**src/rtl/irq_router_pkg.sv**
```systemverilog
package irq_router_pkg;
   localparam int              ROUTE_W   = 8;
   localparam int              FIELD_W   = 4;
   localparam int              OFF_BIT   = 7;
   localparam logic [ROUTE_W-1:0] ROUTE_RST = 8'h80;
   localparam int              SEL_W     = 3;
   localparam int              LINE_W    = 5;

   typedef struct packed {
      logic              valid;
      logic [LINE_W-1:0] line;
   } sci_target_t;

   function automatic sci_target_t sci_decode(input logic [SEL_W-1:0] sel);
      sci_target_t t;
      t = '0;
      case (sel)
         3'd0: t = '{valid: 1'b1, line: 5'd9};
         3'd1: t = '{valid: 1'b1, line: 5'd10};
         3'd2: t = '{valid: 1'b1, line: 5'd11};
         3'd4: t = '{valid: 1'b1, line: 5'd20};
         3'd5: t = '{valid: 1'b1, line: 5'd21};
         default: t = '0;
      endcase
      return t;
   endfunction
endpackage

```
**src/rtl/irq_route_regs.sv**
```systemverilog
module irq_route_regs
   import irq_router_pkg::*;
#(
   parameter int N_PIRQ = 8,
   parameter int ADDR_W = 4
) (
   input  logic                             clk,
   input  logic                             rst_n,
   input  logic                             wr_en,
   input  logic [ADDR_W-1:0]                wr_addr,
   input  logic [ROUTE_W-1:0]               wr_data,
   input  logic [ADDR_W-1:0]                rd_addr,
   output logic [ROUTE_W-1:0]               rd_data,
   output logic [N_PIRQ-1:0][ROUTE_W-1:0]   route_o,
   output logic [SEL_W-1:0]                 sci_sel_o,
   output logic                             sci_gap_o
);
   localparam int                IDX_W    = $clog2(N_PIRQ);
   localparam logic [ADDR_W-1:0] SEL_ADDR = ADDR_W'(N_PIRQ);

   if ((1 << ADDR_W) <= N_PIRQ) begin : g_bad_addr
      $error("irq_route_regs: ADDR_W too small for routing bytes plus select");
   end

   logic [N_PIRQ-1:0][ROUTE_W-1:0] route_q;
   logic [SEL_W-1:0]               sel_q;
   logic                           gap_q;

   for (genvar n = 0; n < N_PIRQ; n++) begin : g_byte
      always_ff @(posedge clk) begin
         if (!rst_n)
            route_q[n] <= ROUTE_RST;
         else if (wr_en && wr_addr == ADDR_W'(n))
            route_q[n] <= wr_data;
      end

      // a routing write lands in its byte
      a_r9_write_store: assert property (@(posedge clk) disable iff (!rst_n)
         (wr_en && wr_addr == ADDR_W'(n)) |=> (route_q[n] == $past(wr_data)));
   end

   always_ff @(posedge clk) begin
      if (!rst_n) begin
         sel_q <= '0;
         gap_q <= 1'b0;
      end else if (wr_en && wr_addr == SEL_ADDR) begin
         sel_q <= wr_data[SEL_W-1:0];
         gap_q <= (wr_data[SEL_W-1:0] != sel_q);
      end else begin
         gap_q <= 1'b0;
      end
   end

   always_comb begin
      rd_data = '0;
      if (rd_addr < SEL_ADDR)
         rd_data = route_q[rd_addr[IDX_W-1:0]];
      else if (rd_addr == SEL_ADDR)
         rd_data = ROUTE_W'(sel_q);
   end

   assign route_o   = route_q;
   assign sci_sel_o = sel_q;
   assign sci_gap_o = gap_q;
endmodule

```
**src/rtl/irq_level_merge.sv**
```systemverilog
module irq_level_merge
   import irq_router_pkg::*;
#(
   parameter int N_PIRQ = 8,
   parameter int N_PIC  = 16,
   localparam int N_OUT = N_PIC + N_PIRQ
) (
   input  logic                           clk,
   input  logic                           rst_n,
   input  logic [N_PIRQ-1:0]              pirq_i,
   input  logic [N_PIRQ-1:0][ROUTE_W-1:0] route_i,
   input  logic                           sci_i,
   input  logic [N_OUT-1:0]               sci_tgt_i,
   output logic [N_OUT-1:0]               irq_o
);
   if (N_PIC > (1 << FIELD_W)) begin : g_bad_pic
      $error("irq_level_merge: N_PIC exceeds the routing field range");
   end

   logic [N_OUT-1:0] lvl;

   for (genvar k = 0; k < N_PIC; k++) begin : g_pic
      always_comb begin
         lvl[k] = sci_i & sci_tgt_i[k];
         for (int n = 0; n < N_PIRQ; n++) begin
            if (!route_i[n][OFF_BIT] && route_i[n][FIELD_W-1:0] == FIELD_W'(k))
               lvl[k] = lvl[k] | pirq_i[n];
         end
      end
   end

   for (genvar n = 0; n < N_PIRQ; n++) begin : g_apic
      assign lvl[N_PIC+n] = pirq_i[n] | (sci_i & sci_tgt_i[N_PIC+n]);
   end

   always_ff @(posedge clk) begin
      if (!rst_n) irq_o <= '0;
      else        irq_o <= lvl;
   end
endmodule

```
**src/rtl/irq_slot_map.sv**
```systemverilog
module irq_slot_map #(
   parameter int SLOT_W      = 5,
   parameter int PIN_W       = 2,
   parameter int BRIDGE_SLOT = 30,
   localparam int PIRQ_W     = PIN_W + 1
) (
   input  logic [SLOT_W-1:0] slot_i,
   input  logic [PIN_W-1:0]  pin_i,
   output logic [PIRQ_W-1:0] pirq_o
);
   if (BRIDGE_SLOT >= (1 << SLOT_W)) begin : g_bad_slot
      $error("irq_slot_map: bridge slot out of slot range");
   end

   logic [PIN_W-1:0] rot;
   assign rot = slot_i[PIN_W-1:0] + pin_i;

   always_comb begin
      if (slot_i == SLOT_W'(BRIDGE_SLOT)) pirq_o = {1'b1, pin_i};
      else                                pirq_o = {1'b1, rot};
   end
endmodule

```
**src/rtl/irq_router.sv**
```systemverilog
module irq_router
   import irq_router_pkg::*;
#(
   parameter int N_PIRQ      = 8,
   parameter int N_PIC       = 16,
   parameter int ADDR_W      = 4,
   parameter int SLOT_W      = 5,
   parameter int BRIDGE_SLOT = 30,
   localparam int N_OUT      = N_PIC + N_PIRQ
) (
   input  logic               clk,
   input  logic               rst_n,
   input  logic [N_PIRQ-1:0]  pirq_in,
   input  logic               sci_in,
   input  logic               wr_en,
   input  logic [ADDR_W-1:0]  wr_addr,
   input  logic [7:0]         wr_data,
   input  logic [ADDR_W-1:0]  rd_addr,
   output logic [7:0]         rd_data,
   input  logic [SLOT_W-1:0]  map_slot,
   input  logic [1:0]         map_pin,
   output logic [2:0]         map_pirq,
   output logic [N_OUT-1:0]   irq_out
);
   if (N_PIRQ != 8) begin : g_bad_pirq
      $error("irq_router: lookup assumes eight PIRQs");
   end
   if (N_OUT <= 21) begin : g_bad_out
      $error("irq_router: SCI lines 20 and 21 need at least 22 outputs");
   end

   logic [N_PIRQ-1:0][ROUTE_W-1:0] route;
   logic [SEL_W-1:0]               sci_sel;
   logic                           sci_gap;
   sci_target_t                    sci_t;
   logic [N_OUT-1:0]               sci_tgt;

   irq_route_regs #(.N_PIRQ(N_PIRQ), .ADDR_W(ADDR_W)) u_regs (
      .clk(clk), .rst_n(rst_n), .wr_en(wr_en), .wr_addr(wr_addr),
      .wr_data(wr_data), .rd_addr(rd_addr), .rd_data(rd_data),
      .route_o(route), .sci_sel_o(sci_sel), .sci_gap_o(sci_gap)
   );

   assign sci_t   = sci_decode(sci_sel);
   assign sci_tgt = (sci_t.valid && !sci_gap) ? (N_OUT'(1) << sci_t.line) : '0;

   irq_level_merge #(.N_PIRQ(N_PIRQ), .N_PIC(N_PIC)) u_merge (
      .clk(clk), .rst_n(rst_n), .pirq_i(pirq_in), .route_i(route),
      .sci_i(sci_in), .sci_tgt_i(sci_tgt), .irq_o(irq_out)
   );

   irq_slot_map #(.SLOT_W(SLOT_W), .PIN_W(2), .BRIDGE_SLOT(BRIDGE_SLOT)) u_map (
      .slot_i(map_slot), .pin_i(map_pin), .pirq_o(map_pirq)
   );

   for (genvar n = 0; n < N_PIRQ; n++) begin : g_chk_apic
      // APIC line follows its PIRQ one cycle later
      a_r3_apic_follow: assert property (@(posedge clk) disable iff (!rst_n)
         pirq_in[n] |=> irq_out[N_PIC+n]);
   end

   // the SCI has at most one target line
   a_r4_sci_single: assert property (@(posedge clk) disable iff (!rst_n)
      $onehot0(sci_tgt));
   // a reserved select leaves the SCI unrouted
   a_r5_reserved_quiet: assert property (@(posedge clk) disable iff (!rst_n)
      (sci_sel == 3'd3 || sci_sel == 3'd6 || sci_sel == 3'd7) |-> (sci_tgt == '0));
   // during the gap cycle the SCI has no target
   a_r6_gap_quiet: assert property (@(posedge clk) disable iff (!rst_n)
      sci_gap |-> (sci_tgt == '0));
   // every lookup lands in PIRQ E to H
   a_r10_map_upper: assert property (@(posedge clk) disable iff (!rst_n)
      map_pirq[2]);
endmodule

```
**config.mk**
```make
export PLATFORM = sky130hd
export DESIGN_NAME = irq_router
export DESIGN_NICKNAME = d
export VERILOG_FILES = /design/src/rtl/irq_router_pkg.sv /design/src/rtl/irq_route_regs.sv /design/src/rtl/irq_level_merge.sv /design/src/rtl/irq_slot_map.sv /design/src/rtl/irq_router.sv
export SDC_FILE = /design/constraint.sdc
export NUM_CORES = 1
export LEC_CHECK = 0
export BUFFER_PORTS_ARGS = -buffer_cell sky130_fd_sc_hd__buf_2
export CORE_MARGIN = 8
export CORE_UTILIZATION = 39
export CTS_CLUSTER_DIAMETER = 100
export DETAILED_ROUTE_END_ITERATION = 10
export SETUP_SLACK_MARGIN = 0.5
export SYNTH_ARGS = -nofsm -noshare
export SYNTH_HDL_FRONTEND = slang
export SYNTH_SLANG_ARGS = --single-unit
```
**constraint.sdc**
```tcl
create_clock -name clk -period 1.3 [get_ports clk]
set_clock_uncertainty 0.05 [all_clocks]
set_input_delay 0.195 -clock clk [delete_from_list [all_inputs] [get_ports clk]]
set_output_delay 0.195 -clock clk [all_outputs]
set_load 0.005 [all_outputs]
```
==> results of run 1 <==
-- state kept, by name, indices dropped and copies added (netlist names) --
| signal | cells |
|---|---|
| u_merge.irq_o | 24 |
| u_regs.sci_gap_o | 1 |
| u_regs.sci_sel_o | 3 |
| u_regs.route_o | 64 |
-- report_power, final --
part	leakage (nW)	internal, mW	switching (mW)
sequential	0.769	2.82	0.0293
combinational	2.29	0.362	0.375
clock	0.139	1.49	1.18
total	3.20	4.68	1.58
-- synthesized netlist by cell type (all sizes together), types with 2 or more instances --
library cell	count	area share, %
dfxtp	92	36
nor2	66	5.1
mux2i	59	11
nand2	39	2.8
buf	31	4.1
a21oi	27	2.6
nand3	27	2.6
nor2b	24	2.9
clkbuf	19	1.4
mux4	16	7.0
and4bb	14	3.4
a22o	13	2.2
a22oi	13	1.9
a31oi	12	1.5
o21ai	12	1.2
nor4b	9	2.4
and2	7	0.85
nor3b	6	1.1
nand4b	5	0.85
nor3	5	0.48
a211oi	4	0.58
a32oi	4	0.68
and4b	4	0.77
xor2	4	0.68
a311oi	3	0.51
a41oi	3	0.65
inv	3	0.22
nand3b	3	0.92
nand4	3	0.36
a221oi	2	0.34
a32o	2	0.39
and3	2	0.27
nand2b	2	0.24
o21a	2	0.29
o311a	2	0.39
-- through the flow --
step | area (um^2) | power (mW) | utilization [%]
floorplan | 5480 | 3.31 | -
global placement | 6440 | 3.53 | 49.2
CTS | 7370 | 6.24 | 56.3
finish | 7820 | 6.26 | 59.8
detailed placement | 6440 | 3.55 | 49.2
global route | 7820 | 6.50 | 59.8
-- area by class of cell --
cell class	instances	area share, %
Multi-Input combinational cell	403	46.0
Clock buffer	10	2.93
Sequential cell	92	25.0
Tap cell	176	2.81
Timing Repair Buffer	210	22.3
Antenna cell	1	0.0320
Inverter	3	0.144
Clock inverter	5	0.768
-- metal layers --
| layer | global-route usage (%) | share of wire, % | wire length, um | up-vias |
|---|---|---|---|---|
| li1 | - | - | - | 2373 |
| met1 | 24.1 | 40 | 7670 | 2521 |
| met2 | 36.8 | 49 | 9510 | 217 |
| met3 | 4.15 | 4.8 | 931 | 65 |
| met4 | 14.2 | 6.1 | 1180 | 0 |
| met5 | 0 | 0 | 0 | - |
-- worst max-delay path, cell delays in order, from the launching register on --
cell	delay, ns
dfxtp_2	0.35
mux4_2	0.48
mux2i_2	0.21
o21ai_1	0.08
buf_2	0.13
-- path summary, 6_finish.rpt --
kind                       from                 to  slack (ns)  cells past startpoint
max          u_regs.route_o[26]         rd_data[2]       -0.54                      4
min                  pirq_in[6]  u_merge.irq_o[22]        0.05                      2
max reg2reg   u_regs.route_o[7]  u_merge.irq_o[12]       -0.29                      6
min reg2reg   u_regs.route_o[4]  u_regs.route_o[4]        0.44                      2
-- kinds of logic after synthesis --
group,Yosys count
simple gates,218
compound gates,102
flops,92
mux,76
buf+inv,53
xor+xnor,5
fa+ha+maj,1
other cells,1
-- timing repair --
| action | 4_1_cts | 5_1_grt |
|---|---|---|
| buffers inserted | 26 | 14 |
| setup endpoints to repair | 119 | 120 |
| pin swaps | 39 | 30 |
| gates cloned | 1 | 1 |
| gates resized for setup | 132 | 77 |
==> run metrics, run 1 <==
status=finished with violations; failing checks=setup timing; gpl congestion=0.907; vias in the first global route=5241; ys flop type=dfxtp_1; # IOs=70; clk_lat worst skew=0.36 ns; Die Span X=131 um; DPL Wire Length=13.6 mm; number of synthesized register bits=92; layout cells sized above 1=55.9%; placed cells=842; CTS clk-pin slew, worst paths=0.07 ns; Die Ht=131 um; pre-CTS setup slack=-0.553 ns; WP data arrival=1.60 ns; DRC=0; Cell Pwr Density=800 nW/um^2; vias per cell=5.75; library cells used by synthesis=54; CP Capture Type=primary output; adder-cell share of the synthesized area=0.242%; Total GRT Usage=21.6%; Core ar.=13100 um^2; Post-Layout Cell Count=900; clock sink total=92; DRT Pass-1 Iters=5; die area=17200 um^2; commonest non-fill, non-tap cell in the layout=buf_4; Ys Warns=0; VDD IR-drop max=837 uV; CTS max path bufs=2; vias=5176; Syn Area/Cell=9.44 um^2; Cells after Synth=548; RSZ-0062 raised after global routing=true; Worst EP required=1.05 ns; max-slew violations=0; GR Overflow Total=0; Post-Syn Nets=584; post-synthesis compound-gate area fraction=13.7%; xor-xnor portion of the synthesized cell area=0.846%; DR WL/cell=21.4 um; minimum hold slack=0.0525 ns; Post-Syn Area=5170 um^2; Setup Viol. Count Final=24; largest family of logic cells by synthesized area=simple AND/OR/NAND/NOR gates; fillers=1100; Routed WL=19.3 mm; hold_buf cts=0; number of flops mapped to enable cells by yosys=0; Starting Density=39.5%; Post-Synth Simple-Gate Area=25.3%; min cycle time layout=1.84 ns; area delta synth->final=51.2%; cts bufs inserted=9; Final Cycle Share=142%; CP Launch Type=flop; Port-buffer cells=68; Min-Delay Path Class=primary input to flop; pin count of the biggest net entering global routing=74; antenna-violating nets left=0; htree depth=3; mux share of post-synthesis cell area=18.6%; endpoints failing hold=0; post-route setup slack=-0.544 ns; first-pass GRT wire length=29.2 mm; P_leak=3.20 nW; critical path class=flop to primary output; Starting DRT DRC Count=421; Fmax=0.542 GHz; post-synthesis sequential area ratio=35.6%; clk root buf=clkbuf_16; register area=1960 um^2; most frequent cells in the layout=97 x buf_4, 63 x nor2_1, 55 x mux2i_1; Worst Path Max Fanout=3; MaxCap Viol Count=0; asr flop ratio synth=0%; Sum Neg Setup Slack=-7.20 ns; fin nets=755; row count=42; CTS tree=built; antenna violations before repair=1; multi-input combinational cell area=3600 um^2
No activity file was read; power rests on OpenSTA's default activity.
==> run 2, diff against run 1 <==
- CTS_CLUSTER_SIZE: default -> 24
- GPL_TIMING_DRIVEN: default -> 0
==> run metrics, run 2 (synthesized netlist as in run 1, its figures left out) <==
status=finished with violations; failing checks=setup timing; Buf+Inv Stages, Crit Path=2; vias=5042; row count=42; hold_buf cts=0; antenna violations before repair=0; GR Overflow Total=0; ANT cells=0; minimum hold slack=0.0554 ns; max-slew violations=0; Starting DRT DRC Count=346; DRC=0; CP Launch Type=flop; Cell Pwr Density=860 nW/um^2; max_slew headroom=57.3%; MaxCap Viol Count=0; P_leak=2.99 nW; min cycle time layout=1.93 ns; CP Capture Type=primary output; Setup Viol. Count Final=24; CTS clk-pin slew, worst paths=0.06 ns; max reg flops=64; Fmax=0.519 GHz; Final Cycle Share=148%; cts bufs inserted=9; Worst-Margin Slew=0.640 ns; Placed Area=5970 um^2; Die Span X=131 um; vias in the first global route=5049; die area=17200 um^2; WP data arrival=1.68 ns; gpl congestion=0.931; CTS tree=built; fin nets=710; most frequent cells in the layout=59 x nor2_1, 56 x mux2i_1, 50 x buf_2, 50 x dfxtp_1, 48 x buf_6; crit-path max cell delay=0.46 ns; design area=7560 um^2; VDD IR-drop max=595 uV; CP max stage cell=mux4_2; first-pass GRT wire length=28.8 mm; critical path's top delay family=multiplexers; total power=6.50 mW; post-route setup slack=-0.627 ns; DRT Pass-1 Iters=5; clk root buf=clkbuf_16; Core ar.=13100 um^2; final core area utilization=57.8%; Min-Delay Path Class=primary input to flop; endpoints failing hold=0; Starting Density=39.5%; vias per cell=5.90; clk_lat worst skew=0.35 ns; CTS max path bufs=2; layout cells sized above 1=50.1%; critical path cell sequence=clkbuf_8, mux4_2, mux2i_1, o21ai_1, buf_2; DPL Wire Length=13.0 mm; htree depth=3; Routed WL=19.1 mm; Worst Path Max Fanout=2; clock sink total=92; # IOs=70; RSZ-0062 raised after global routing=true; DR WL/cell=22.3 um; commonest non-fill, non-tap cell in the layout=nor2_1; Total GRT Usage=21.1%; pin count of the biggest net entering global routing=15; Die Ht=131 um; antenna-violating nets left=0; pre-CTS setup slack=-0.364 ns; Port-buffer cells=55; Worst EP required=1.05 ns; area delta synth->final=46.1%; critical path class=flop to primary output; fillers=1113
-- run 2: cell count changes in the layout (fill, tap and decap cells not counted), moves of 5 or more --
cell and change:
buf_4 -64, dfxtp_4 -6, dfxtp_1 +7, clkbuf_8 +5
clkbuf_1 +8, buf_8 +8
-- run 2: repair_timing --
item,in CTS,in global routing
pin swaps,49,41
setup endpoints to repair,116,120
cloned,1,0
resized for setup,145,78
buffers inserted,46,13
-- run 2: worst reg2reg max path, stage by stage (launching register included) --
cell and delay [ns]:
dfxtp_2 0.32, buf_8 0.11, buf_4 0.12, buf_6 0.13
nor2b_4 0.14, a32o_2 0.24, a221oi_4 0.26, a31oi_1 0.16
-- run 2: layer usage --
layer	vias to the layer above	routed length, um	global-route usage, %	share of wire [%]
met5	-	0	0	0
met4	0	838	10.3	4.4
met3	61	903	3.32	4.7
met2	191	9500	37.4	50
met1	2506	7830	24.3	41
li1	2284	-	-	-
-- run 2: stage by stage --
step           instances  TNS (ns)
2_1_floorplan        548    -0.359
3_3_place_gp         779     -8.85
3_5_place_dp         779     -9.84
4_1_cts              842     -6.39
5_1_grt              855     -7.98
6_report             855     -7.06
-- run 2: final cells by class --
class / instances / area, um^2 / share of cell area [%]
multi-input combinational: 403 / 3620 / 47.9
buffer: 50 / 494 / 6.54
sequential: 92 / 1930 / 25.6
clock inverter: 4 / 72.6 / 0.960
timing repair buffer: 115 / 962 / 12.7
tap: 176 / 220 / 2.91
inverter: 3 / 11.3 / 0.149
clock buffer: 12 / 246 / 3.26
-- run 2: worst paths after layout --
| kind | end | depth (start not counted) | slack [ns] | from |
|---|---|---|---|---|
| worst max register to register | u_merge.irq_o[10] | 7 | -0.36 | u_regs.route_o[57] |
| worst min-delay path | u_merge.irq_o[18] | 2 | 0.06 | pirq_in[2] |
| worst max-delay path | rd_data[1] | 5 | -0.63 | u_regs.route_o[17] |
| worst min register to register | u_regs.route_o[6] | 2 | 0.41 | u_regs.route_o[6] |
-- run 2: power by group --
| part | leakage (nW) | internal [mW] | total (mW) | switching (mW) |
|---|---|---|---|---|
| Clock | 0.153 | 1.74 | 2.91 | 1.17 |
| Combinational | 2.08 | 0.346 | 0.729 | 0.383 |
| Sequential | 0.763 | 2.84 | 2.87 | 0.0322 |
| Total | 2.99 | 4.92 | 6.50 | 1.58 |
